<file path="src/rtl/pad_irq_pkg.sv">
package pad_irq_pkg;
  localparam int SEL_W = 8;

  localparam logic [1:0] REG_MODE   = 2'd0;
  localparam logic [1:0] REG_SEL_LO = 2'd1;
  localparam logic [1:0] REG_SEL_HI = 2'd2;
  localparam logic [1:0] REG_FILT   = 2'd3;

  typedef struct packed {
    logic             edge_en;
    logic             inv;
    logic [SEL_W-1:0] sel;
  } chan_cfg_t;
endpackage

</file>
<file path="src/rtl/pad_sync.sv">
module pad_sync #(
  parameter int W = 256
) (
  input  logic         clk,
  input  logic         rst_n,
  input  logic [W-1:0] d,
  output logic [W-1:0] q
);
  logic [W-1:0] meta_q;

  always_ff @(posedge clk or negedge rst_n) begin
    if (!rst_n) begin
      meta_q <= '0;
      q      <= '0;
    end else begin
      meta_q <= d;
      q      <= meta_q;
    end
  end
endmodule

</file>
<file path="src/rtl/pad_irq_regs.sv">
module pad_irq_regs
  import pad_irq_pkg::*;
#(
  parameter int NUM_CH = 8
) (
  input  logic                   clk,
  input  logic                   rst_n,
  input  logic                   wr,
  input  logic [1:0]             addr,
  input  logic [31:0]            wdata,
  input  logic [3:0]             wstrb,
  output logic [31:0]            rdata,
  output chan_cfg_t [NUM_CH-1:0] cfg,
  output logic [NUM_CH-1:0]      chg
);
  localparam logic [7:0] CH_MASK = 8'((1 << NUM_CH) - 1);

  logic [31:0] regs_q [4];

  function automatic logic [7:0] lane_mask(input logic [1:0] a, input int b);
    if (a == REG_MODE) return (b == 0 || b == 2) ? CH_MASK : 8'h00;
    return 8'hFF;
  endfunction

  always_ff @(posedge clk or negedge rst_n) begin
    if (!rst_n) begin
      for (int r = 0; r < 4; r++) regs_q[r] <= '0;
    end else if (wr) begin
      for (int b = 0; b < 4; b++) begin
        if (wstrb[b]) regs_q[addr][b*8 +: 8] <= wdata[b*8 +: 8] & lane_mask(addr, b);
      end
    end
  end

  assign rdata = regs_q[addr];

  for (genvar c = 0; c < NUM_CH; c++) begin : g_cfg
    localparam logic [1:0] SREG = (c < 4) ? REG_SEL_LO : REG_SEL_HI;
    localparam int         LANE = c % 4;

    assign cfg[c].edge_en = regs_q[REG_MODE][c];
    assign cfg[c].inv     = regs_q[REG_MODE][16 + c];
    assign cfg[c].sel     = regs_q[SREG][LANE*8 +: SEL_W];
    assign chg[c] = wr && (((addr == REG_MODE) && (wstrb[0] || wstrb[2])) ||
                           ((addr == SREG) && wstrb[LANE]));
  end
endmodule

</file>
<file path="src/rtl/pad_irq_chan.sv">
module pad_irq_chan
  import pad_irq_pkg::*;
#(
  parameter int NUM_PADS = 256,
  parameter int MAPPABLE = 133
) (
  input  logic                clk,
  input  logic                rst_n,
  input  logic [NUM_PADS-1:0] pads_s,
  input  chan_cfg_t           cfg,
  input  logic                chg,
  output logic                irq
);
  localparam int IDX_W = $clog2(NUM_PADS);

  logic in_range;
  logic active;
  logic prev_q;
  logic mask_q;

  assign in_range = 32'(cfg.sel) < MAPPABLE;
  assign active   = in_range & (pads_s[cfg.sel[IDX_W-1:0]] ^ cfg.inv);

  always_ff @(posedge clk or negedge rst_n) begin
    if (!rst_n) begin
      prev_q <= 1'b0;
      mask_q <= 1'b0;
      irq    <= 1'b0;
    end else begin
      prev_q <= active;
      mask_q <= chg;
      irq    <= cfg.edge_en ? (active & ~prev_q & ~mask_q) : active;
    end
  end
endmodule

</file>
<file path="src/rtl/pad_irq_router.sv">
module pad_irq_router
  import pad_irq_pkg::*;
#(
  parameter int NUM_PADS = 256,
  parameter int NUM_CH   = 8,
  parameter int MAPPABLE = 133
) (
  input  logic                clk,
  input  logic                rst_n,
  input  logic [NUM_PADS-1:0] pad_in,
  input  logic                cfg_wr,
  input  logic [1:0]          cfg_addr,
  input  logic [31:0]         cfg_wdata,
  input  logic [3:0]          cfg_wstrb,
  output logic [31:0]         cfg_rdata,
  output logic [NUM_CH-1:0]   irq_out
);
  logic [NUM_PADS-1:0]    pads_s;
  chan_cfg_t [NUM_CH-1:0] cfg;
  logic [NUM_CH-1:0]      chg_vec;

  pad_sync #(.W(NUM_PADS)) u_sync (
    .clk(clk), .rst_n(rst_n), .d(pad_in), .q(pads_s)
  );

  pad_irq_regs #(.NUM_CH(NUM_CH)) u_regs (
    .clk(clk), .rst_n(rst_n), .wr(cfg_wr), .addr(cfg_addr),
    .wdata(cfg_wdata), .wstrb(cfg_wstrb), .rdata(cfg_rdata),
    .cfg(cfg), .chg(chg_vec)
  );

  for (genvar c = 0; c < NUM_CH; c++) begin : g_ch
    pad_irq_chan #(.NUM_PADS(NUM_PADS), .MAPPABLE(MAPPABLE)) u_chan (
      .clk(clk), .rst_n(rst_n), .pads_s(pads_s), .cfg(cfg[c]),
      .chg(chg_vec[c]), .irq(irq_out[c])
    );
  end
endmodule

</file>
<file path="config.mk">
export PLATFORM = sky130hd
export DESIGN_NAME = pad_irq_router
export DESIGN_NICKNAME = d
export VERILOG_FILES = /design/src/rtl/pad_irq_pkg.sv /design/src/rtl/pad_sync.sv /design/src/rtl/pad_irq_regs.sv /design/src/rtl/pad_irq_chan.sv /design/src/rtl/pad_irq_router.sv
export SDC_FILE = /design/constraint.sdc
export NUM_CORES = 1
export LEC_CHECK = 0
export BUFFER_PORTS_ARGS = -buffer_cell sky130_fd_sc_hd__buf_2
export CORE_UTILIZATION = 40
export CTS_CLUSTER_DIAMETER = 80
export DETAILED_ROUTE_END_ITERATION = 7
export GPL_TIMING_DRIVEN = 1
export PLACE_DENSITY_LB_ADDON = 0.12
export SLEW_MARGIN = 10
export SYNTH_ARGS = -nofsm -noshare
export SYNTH_HDL_FRONTEND = slang
export SYNTH_HIERARCHICAL = 1
export SYNTH_SLANG_ARGS = --single-unit
export TNS_END_PERCENT = 1
</file>
<file path="constraint.sdc">
create_clock -name clk -period 3.39 [get_ports clk]
set_clock_uncertainty 0.15 [all_clocks]
set_input_delay 0.5085 -clock clk [delete_from_list [all_inputs] [get_ports clk]]
set_output_delay 0.5085 -clock clk [all_outputs]
set_load 0.01 [all_outputs]
</file>
==> results.md, run 1 <==
- Status: complete, but fails checks
- Failing checks: setup timing
- Slowest stage delay, CP: 0.66 ns
- Netlist Area Pre-Place: 38900 um2
- IO Pins: 337
- Layout cells sized above 1: 44.0%
- Ys Warns: 6
- Final Setup Violations: 3
- Count of nets after finishing: 3701
- P_leak: 20.3 nW
- Crit Path Class: flop to flop
- Max-slew headroom: 28.9%
- Peak VDD IR: 0.363 mV
- Vias after detailed routing: 30719
- Post-route setup slack: -0.0719 ns
- Worst-path cell chain: buf_12 -> buf_4 -> mux2_2 -> o22ai_1 -> nor3_1 -> buf_4 -> a211oi_2 -> a211oi_2 -> buf_4 -> nor4_4 -> nor4b_2
- Post-DRT Antenna Nets: 0
- GRT Total Usage: 35.6%
- Area share of the largest cell type after synthesis: 42.7%
- # rows: 113
- Port Buffers: 336
- Max Freq: 289 MHz
- Post-synth top flop: dfrtp_1
- Pin count of the biggest net entering global routing: 134
- Synth Area per Inst: 14.9 um2
- WL per Instance: 37.0 um
- Final cell count without fillers: 4721
- Clk buf depth: 3
- Crit path time final: 3.46 ns
- 1st-iter DRT viols: 3614
- FF+latch area: 16700 um2
- Synth area leaders: dfrtp_1 43%, mux4_2 24%, mux2_2 5.5%
- H-tree depth: 3
- CP Launch Type: flop
- Routed WL: 175000 um
- Critical path required time: 3.79 ns
- CP bufs+invs: 4
- Synth Net Count: 2913
- Measured slew at the worst slew-check pin: 1.06 ns
- FF-to-FF path depth: 11
- First-pass detailed-route iteration total: 6
- Final Slew Violations: 0
- N_diodes: 0
- Crit end category: flop
- Flops & latches, synth: 664
- Max-Cap Viols: 0
- CORE AREA: 95600 um2
- Cells after DPL: 4305
- Cells after Synth: 2616
- Area of the multi-input gates: 20200 um2
- Hold_sp: cfg_wdata[22]
- Unrepaired setup endpoints after global routing: yes
- Chip Height: 314 um
- Via density per instance: 6.51
- Critical Path Fanout Max: 18
- Reg2reg setup slack: -0.07 ns
- Critical Path AT: 3.86 ns
- Hold Path Sink: u_regs/cfg[66]$_DFFE_PN0P_
- Die W: 314 um
- Post-DP HPWL: 130000 um
- CTS root buf: clkbuf_16
- Final period util: 102%
- TritonCTS clock tree: built
- Post-synth ARST share: 100%
- Worst-skew pair later-pin latency: 0.66 ns
- RR Startpoint: u_regs/cfg[20]$_DFFE_PN0P_
- Total global routing overflow: 0
- Register area share after synthesis: 42.7%
- Fin. Hold Viols: 0
- Filler instances: 8037
- CP most frequent cell: buf_4
- Layout area overhead: 26.5%
- CP top delay family: simple AND/OR/NAND/NOR gates
- Area leader, netlist: dfrtp_1
- CP max stage cell: nor3_1
- Total power: 31.3 mW
- Vias in the first global route: 31279
- First-pass GRT wire length: 245000 um
- Pwr/cell area: 637 nW/um2
- R2R Path End: g_ch[2].u_chan/irq$_DFF_PN0_
- Die area: 98500 um2
- Unique masters post-synth: 65
- Hold path depth: 2
- DRC errors left: 0
- Initial core utilization: 40.7%
- Min-Delay Path Class: input port to flop
- CTS buffer count: 71
- Number of antenna violations at the first check in global routing: 8
- Number of enable flip-flop cells after synthesis: 0
- Sinks on Clock Net: 664
- Final Wtd Congestion: 1.04
- Clk slew on worst S/H paths: 0.06 ns
-- what timing repair did --
action	in CTS	in global routing
setup endpoints to repair	4	11
hold buffers	287	0
pin swaps	0	2
resized for setup	2	16
cloned	0	0
hold endpoints to repair	399	0
buffers inserted	0	4
-- worst max-delay path by stage --
stage                     depth (start not counted)  slack (ns)                        from                         endpoint
after floorplan                                   9        0.62  u_regs/cfg[50]$_DFFE_PN0P_  g_ch[5].u_chan/prev_q$_DFF_PN0_
after global placement                           11       -0.11  u_regs/cfg[20]$_DFFE_PN0P_     g_ch[2].u_chan/irq$_DFF_PN0_
after detailed placement                         11       -0.11  u_regs/cfg[20]$_DFFE_PN0P_     g_ch[2].u_chan/irq$_DFF_PN0_
after CTS                                         9       0.005  u_regs/cfg[11]$_DFFE_PN0P_  g_ch[1].u_chan/prev_q$_DFF_PN0_
after global routing                              9       -0.03  u_regs/cfg[60]$_DFFE_PN0P_  g_ch[6].u_chan/prev_q$_DFF_PN0_
final                                            11       -0.07  u_regs/cfg[20]$_DFFE_PN0P_     g_ch[2].u_chan/irq$_DFF_PN0_
-- state kept, by name, summed over array words and instances (netlist names) --
| name | cells |
|---|---|
| g_ch.u_chan/mask_q | 8 |
| g_ch.u_chan/irq | 8 |
| u_regs/regs_q | 48 |
| u_regs/cfg | 80 |
| g_ch.u_chan/prev_q | 8 |
| u_sync/q | 256 |
| u_sync/meta_q | 256 |
-- power breakdown --
part           leakage, nW  total (mW)  internal, mW  switching [mW]
Sequential            7.82        10.2          8.62            1.58
Combinational         11.4        13.4          6.35            7.02
Clock                 1.15        7.75          4.55            3.20
-- cell type report --
type | count | share of cell area [%]
clock buffer | 101 | 4.15
clock inverter | 24 | 0.661
inverter | 25 | 0.191
multi-input combinational | 1637 | 41.1
sequential | 664 | 33.9
tap | 1265 | 3.22
timing repair buffer | 1005 | 16.8
-- layer usage --
| metal | share of wire [%] | up-vias | global-route usage [%] |
|---|---|---|---|
| li1 | - | 12056 | - |
| met1 | 40 | 16168 | 48.7 |
| met2 | 45 | 2068 | 53.7 |
| met3 | 10 | 423 | 9.24 |
| met4 | 5.2 | 4 | 15.4 |
| met5 | 0.014 | - | 0 |
-- cells in the final DEF, fill, tap and decap left out, types with 9 or more instances in the layout --
cell           instances
mux2i_1              114
nand2b_1              37
dfrtp_2               10
clkbuf_16             72
mux4_2               416
buf_2                334
mux4_1                68
mux2_2               189
nand3b_1              21
inv_1                 25
o21ai_1                9
dlygate4sd3_1        287
clkbuf_8              13
a221oi_1              35
dfrtp_1              645
a211oi_1              19
o22ai_1               22
nor2b_1               65
o31ai_1               14
nand3_1              112
o21ai_0               39
nor3_1                35
a22oi_1               50
nand4b_1              14
nand2_1               81
dfrtp_4                9
a31oi_1               15
nor3b_1               14
buf_12                61
nor2_1                67
buf_4                319
clkbuf_1              16
a21oi_1               31
-- cells in the mapped netlist (8+ instances only) --
cell,n
a31oi_1,15
o21a_1,8
buf_2,78
nor2_1,71
mux2i_1,115
dfrtp_1,664
o221ai_1,8
nor3_1,35
o21ai_0,39
nand2_1,82
clkbuf_1,42
o22ai_1,22
or3_1,8
nand3_1,112
mux2_2,189
mux2_4,8
nand3b_1,21
buf_6,20
inv_1,25
mux4_2,416
a21oi_1,31
o21ai_1,9
mux4_1,68
nand4b_4,8
nand4b_1,14
buf_4,138
nor2b_1,67
nand2b_1,37
nor3b_1,14
o2111ai_1,8
a22oi_1,51
o211ai_1,8
a211oi_1,22
o31ai_1,14
a221oi_1,36
-- worst register-to-register path, cell delays in order (launching register included) --
cell	delay, ns
dfrtp_4	0.55
buf_12	0.22
buf_4	0.22
mux2_2	0.22
o22ai_1	0.07
nor3_1	0.66
buf_4	0.24
a211oi_2	0.05
a211oi_2	0.39
buf_4	0.20
nor4_4	0.05
nor4b_2	0.34
-- cell families (layout without fill, tap and decap cells) --
family                 Yosys count  after routing  synth area share, %
AOI/OAI and AO/OA              338            338                 6.49
muxes                          802            802                 37.6
buffers and inverters          315           1155                 5.38
and+or+nand+nor                497            497                 7.78
DFF                            664            664                 42.7
-- stage by stage --
step | TNS, ns | utilization [%] | hold slack, ns | setup slack, ns | instance area (um2)
floorplan | 0 | - | 0.0629 | 0.620 | 38900
global placement | -0.111 | 45.9 | 0.183 | -0.111 | 43800
detailed placement | -0.198 | 45.9 | 0.185 | -0.111 | 43800
CTS | 0 | 51.3 | 0.00859 | 0.00505 | 49100
global route | -0.103 | 51.5 | 0.0123 | -0.0328 | 49200
finish | -0.0855 | 51.5 | 0.0371 | -0.0719 | 49200
No activity file was read; power rests on OpenSTA's default activity.
==> run 2: changes to the inputs <==
Settings changed: BUFFER_PORTS_ARGS -buffer_cell sky130_fd_sc_hd__buf_2 to default, DONT_BUFFER_PORTS from default to 1, SLEW_MARGIN 10 to default.
==> results.md, run 2 (synthesized netlist as in run 1, its figures left out) <==
- Measured slew at the worst slew-check pin: 2.16 ns
- TritonCTS clock tree: built
- Critical path required time: 3.78 ns
- H-tree depth: 3
- Final Wtd Congestion: 1.02
- CORE AREA: 95600 um2
- Worst-path cell chain: buf_12 -> buf_4 -> mux4_2 -> nand4b_1 -> nand3b_1 -> a211oi_4 -> buf_4 -> nor3_1 -> buf_4 -> nor4_4 -> nor3_1 -> buf_4
- Max-slew headroom: -43.7%
- Final Slew Violations: 259
- Chip Height: 314 um
- Fin. Hold Viols: 664
- Number of antenna violations at the first check in global routing: 13
- Final Setup Violations: 3
- FF+latch area: 16700 um2
- Total global routing overflow: 0
- Port Buffers: 0
- Via density per instance: 6.70
- Critical Path AT: 3.94 ns
- Crit path time final: 3.55 ns
- CTS root buf: clkbuf_16
- Sinks on Clock Net: 664
- DRC errors left: 0
- Most frequent cells in the layout: 642 x dfrtp_1, 417 x mux4_2, 345 x buf_4, 296 x dlygate4sd3_1, 189 x mux2_2
- Count of nets after finishing: 3406
- Post-DP HPWL: 137000 um
- Min-Delay Path Class: input port to async pin
- CTS Hold Bufs: 296
- GRT Total Usage: 37.2%
- Max-Cap Viols: 0
- CP Launch Type: flop
- Hold Worst Slack: -0.579 ns
- First-pass GRT wire length: 251000 um
- Die area: 98500 um2
- Post-layout util: 50.3%
- P_leak: 19.3 nW
- IO Pins: 337
- Slowest stage delay, CP: 0.59 ns
- Failing checks: hold timing, slew limit, setup timing
- WL per Instance: 41.3 um
- Area of the multi-input gates: 20300 um2
- 1st-iter DRT viols: 4015
- Status: complete, but fails checks
- Clk buf depth: 3
- Die W: 314 um
- Finished Cell Area: 48100 um2
- Placed standard-cell area: 42400 um2
- Critical Path Fanout Max: 19
- # rows: 113
- Crit end category: flop
- Crit Path Class: flop to flop
- Worst-skew pair later-pin latency: 0.65 ns
- CP max stage cell: a211oi_4
- Post-route setup slack: -0.160 ns
- First-pass detailed-route iteration total: 5
- Commonest non-fill, non-tap cell in the layout: dfrtp_1
- Initial core utilization: 40.7%
- Layout cells sized above 1: 38.9%
- Pin count of the biggest net entering global routing: 665
- Post-DRT Antenna Nets: 0
- Pwr/cell area: 666 nW/um2
- Max Freq: 282 MHz
- Layout area overhead: 23.7%
- Unrepaired setup endpoints after global routing: yes
- Vias in the first global route: 30010
- Vias after detailed routing: 29701
- Clk slew on worst S/H paths: 0.06 ns
- Filler instances: 8123
- Peak VDD IR: 0.417 mV
- CTS buffer count: 71
- CP most frequent cell: buf_4
- Final period util: 105%
- Routed WL: 183000 um
-- run 2: area by class of cell --
type                            count  area share, %
Multi-Input combinational cell   1637           42.2
Sequential cell                   664           34.7
Timing Repair Buffer              710           14.4
Clock buffer                       97           4.28
Tap cell                         1265           3.29
Clock inverter                     30          0.994
Inverter                           25          0.195
Antenna cell                        4         0.0208
-- run 2: path summary, 6_finish.rpt --
| check | cells past startpoint | slack [ns] | start | endpoint |
|---|---|---|---|---|
| max | 12 | -0.16 | u_regs/cfg[71]$_DFFE_PN0P_ | g_ch[7].u_chan/prev_q$_DFF_PN0_ |
| min | 0 | -0.58 | rst_n | u_sync/meta_q[34]$_DFF_PN0_ |
| max reg2reg | 12 | -0.16 | u_regs/cfg[71]$_DFFE_PN0P_ | g_ch[7].u_chan/prev_q$_DFF_PN0_ |
| min reg2reg | 0 | 0.19 | u_sync/meta_q[179]$_DFF_PN0_ | u_sync/q[179]$_DFF_PN0_ |
| max in group asynchronous | 0 | 1.91 | rst_n | u_regs/cfg[30]$_DFFE_PN0P_ |
| min in group clk | 2 | 0.04 | cfg_addr[1] | u_regs/regs_q[15]$_DFFE_PN0P_ |
-- run 2: stage by stage --
stage	std cells	total power [mW]	TNS (ns)	setup WS [ns]	hold WS [ns]
after floorplan	2616	16.9	0	0.620	0.0629
after global placement	3999	22.9	-1.59	-0.627	0.0780
after detailed placement	3999	23.0	-1.42	-0.540	0.0813
after CTS	4425	31.8	0	0.000591	-0.609
after global routing	4428	32.9	-0.226	-0.117	-0.609
final	4432	32.0	-0.329	-0.160	-0.579
-- run 2: timing repair --
item                                     CTS  global route
endpoints found under the setup margin     7            14
setup buffers                              3             3
gates resized for setup                   10            24
endpoints found under the hold margin   1040           664
pin swaps                                  2             7
-- run 2: critical path: cells and delay by family (launching register included) --
kind / cells / cell delay, ns
multiplexers: 1 / 0.31
AND/OR/NAND/NOR: 5 / 0.93
AO/OA/AOI/OAI: 1 / 0.59
flip-flops: 1 / 0.53
buffers and inverters: 5 / 0.91
-- run 2: power by group --
part           internal, mW  switching [mW]
clock network          5.12            3.20
registers              8.63            1.54
logic                  6.41            7.12
-- run 2: layer usage --
| metal | vias up | global-route usage, % | wire length (um) |
|---|---|---|---|
| met1 | 15832 | 50.6 | 73200 |
| met5 | - | 0.967 | 203 |
| met3 | 365 | 11.2 | 19400 |
| met4 | 14 | 13.6 | 8350 |
| li1 | 11456 | - | - |
| met2 | 2034 | 56.4 | 81800 |
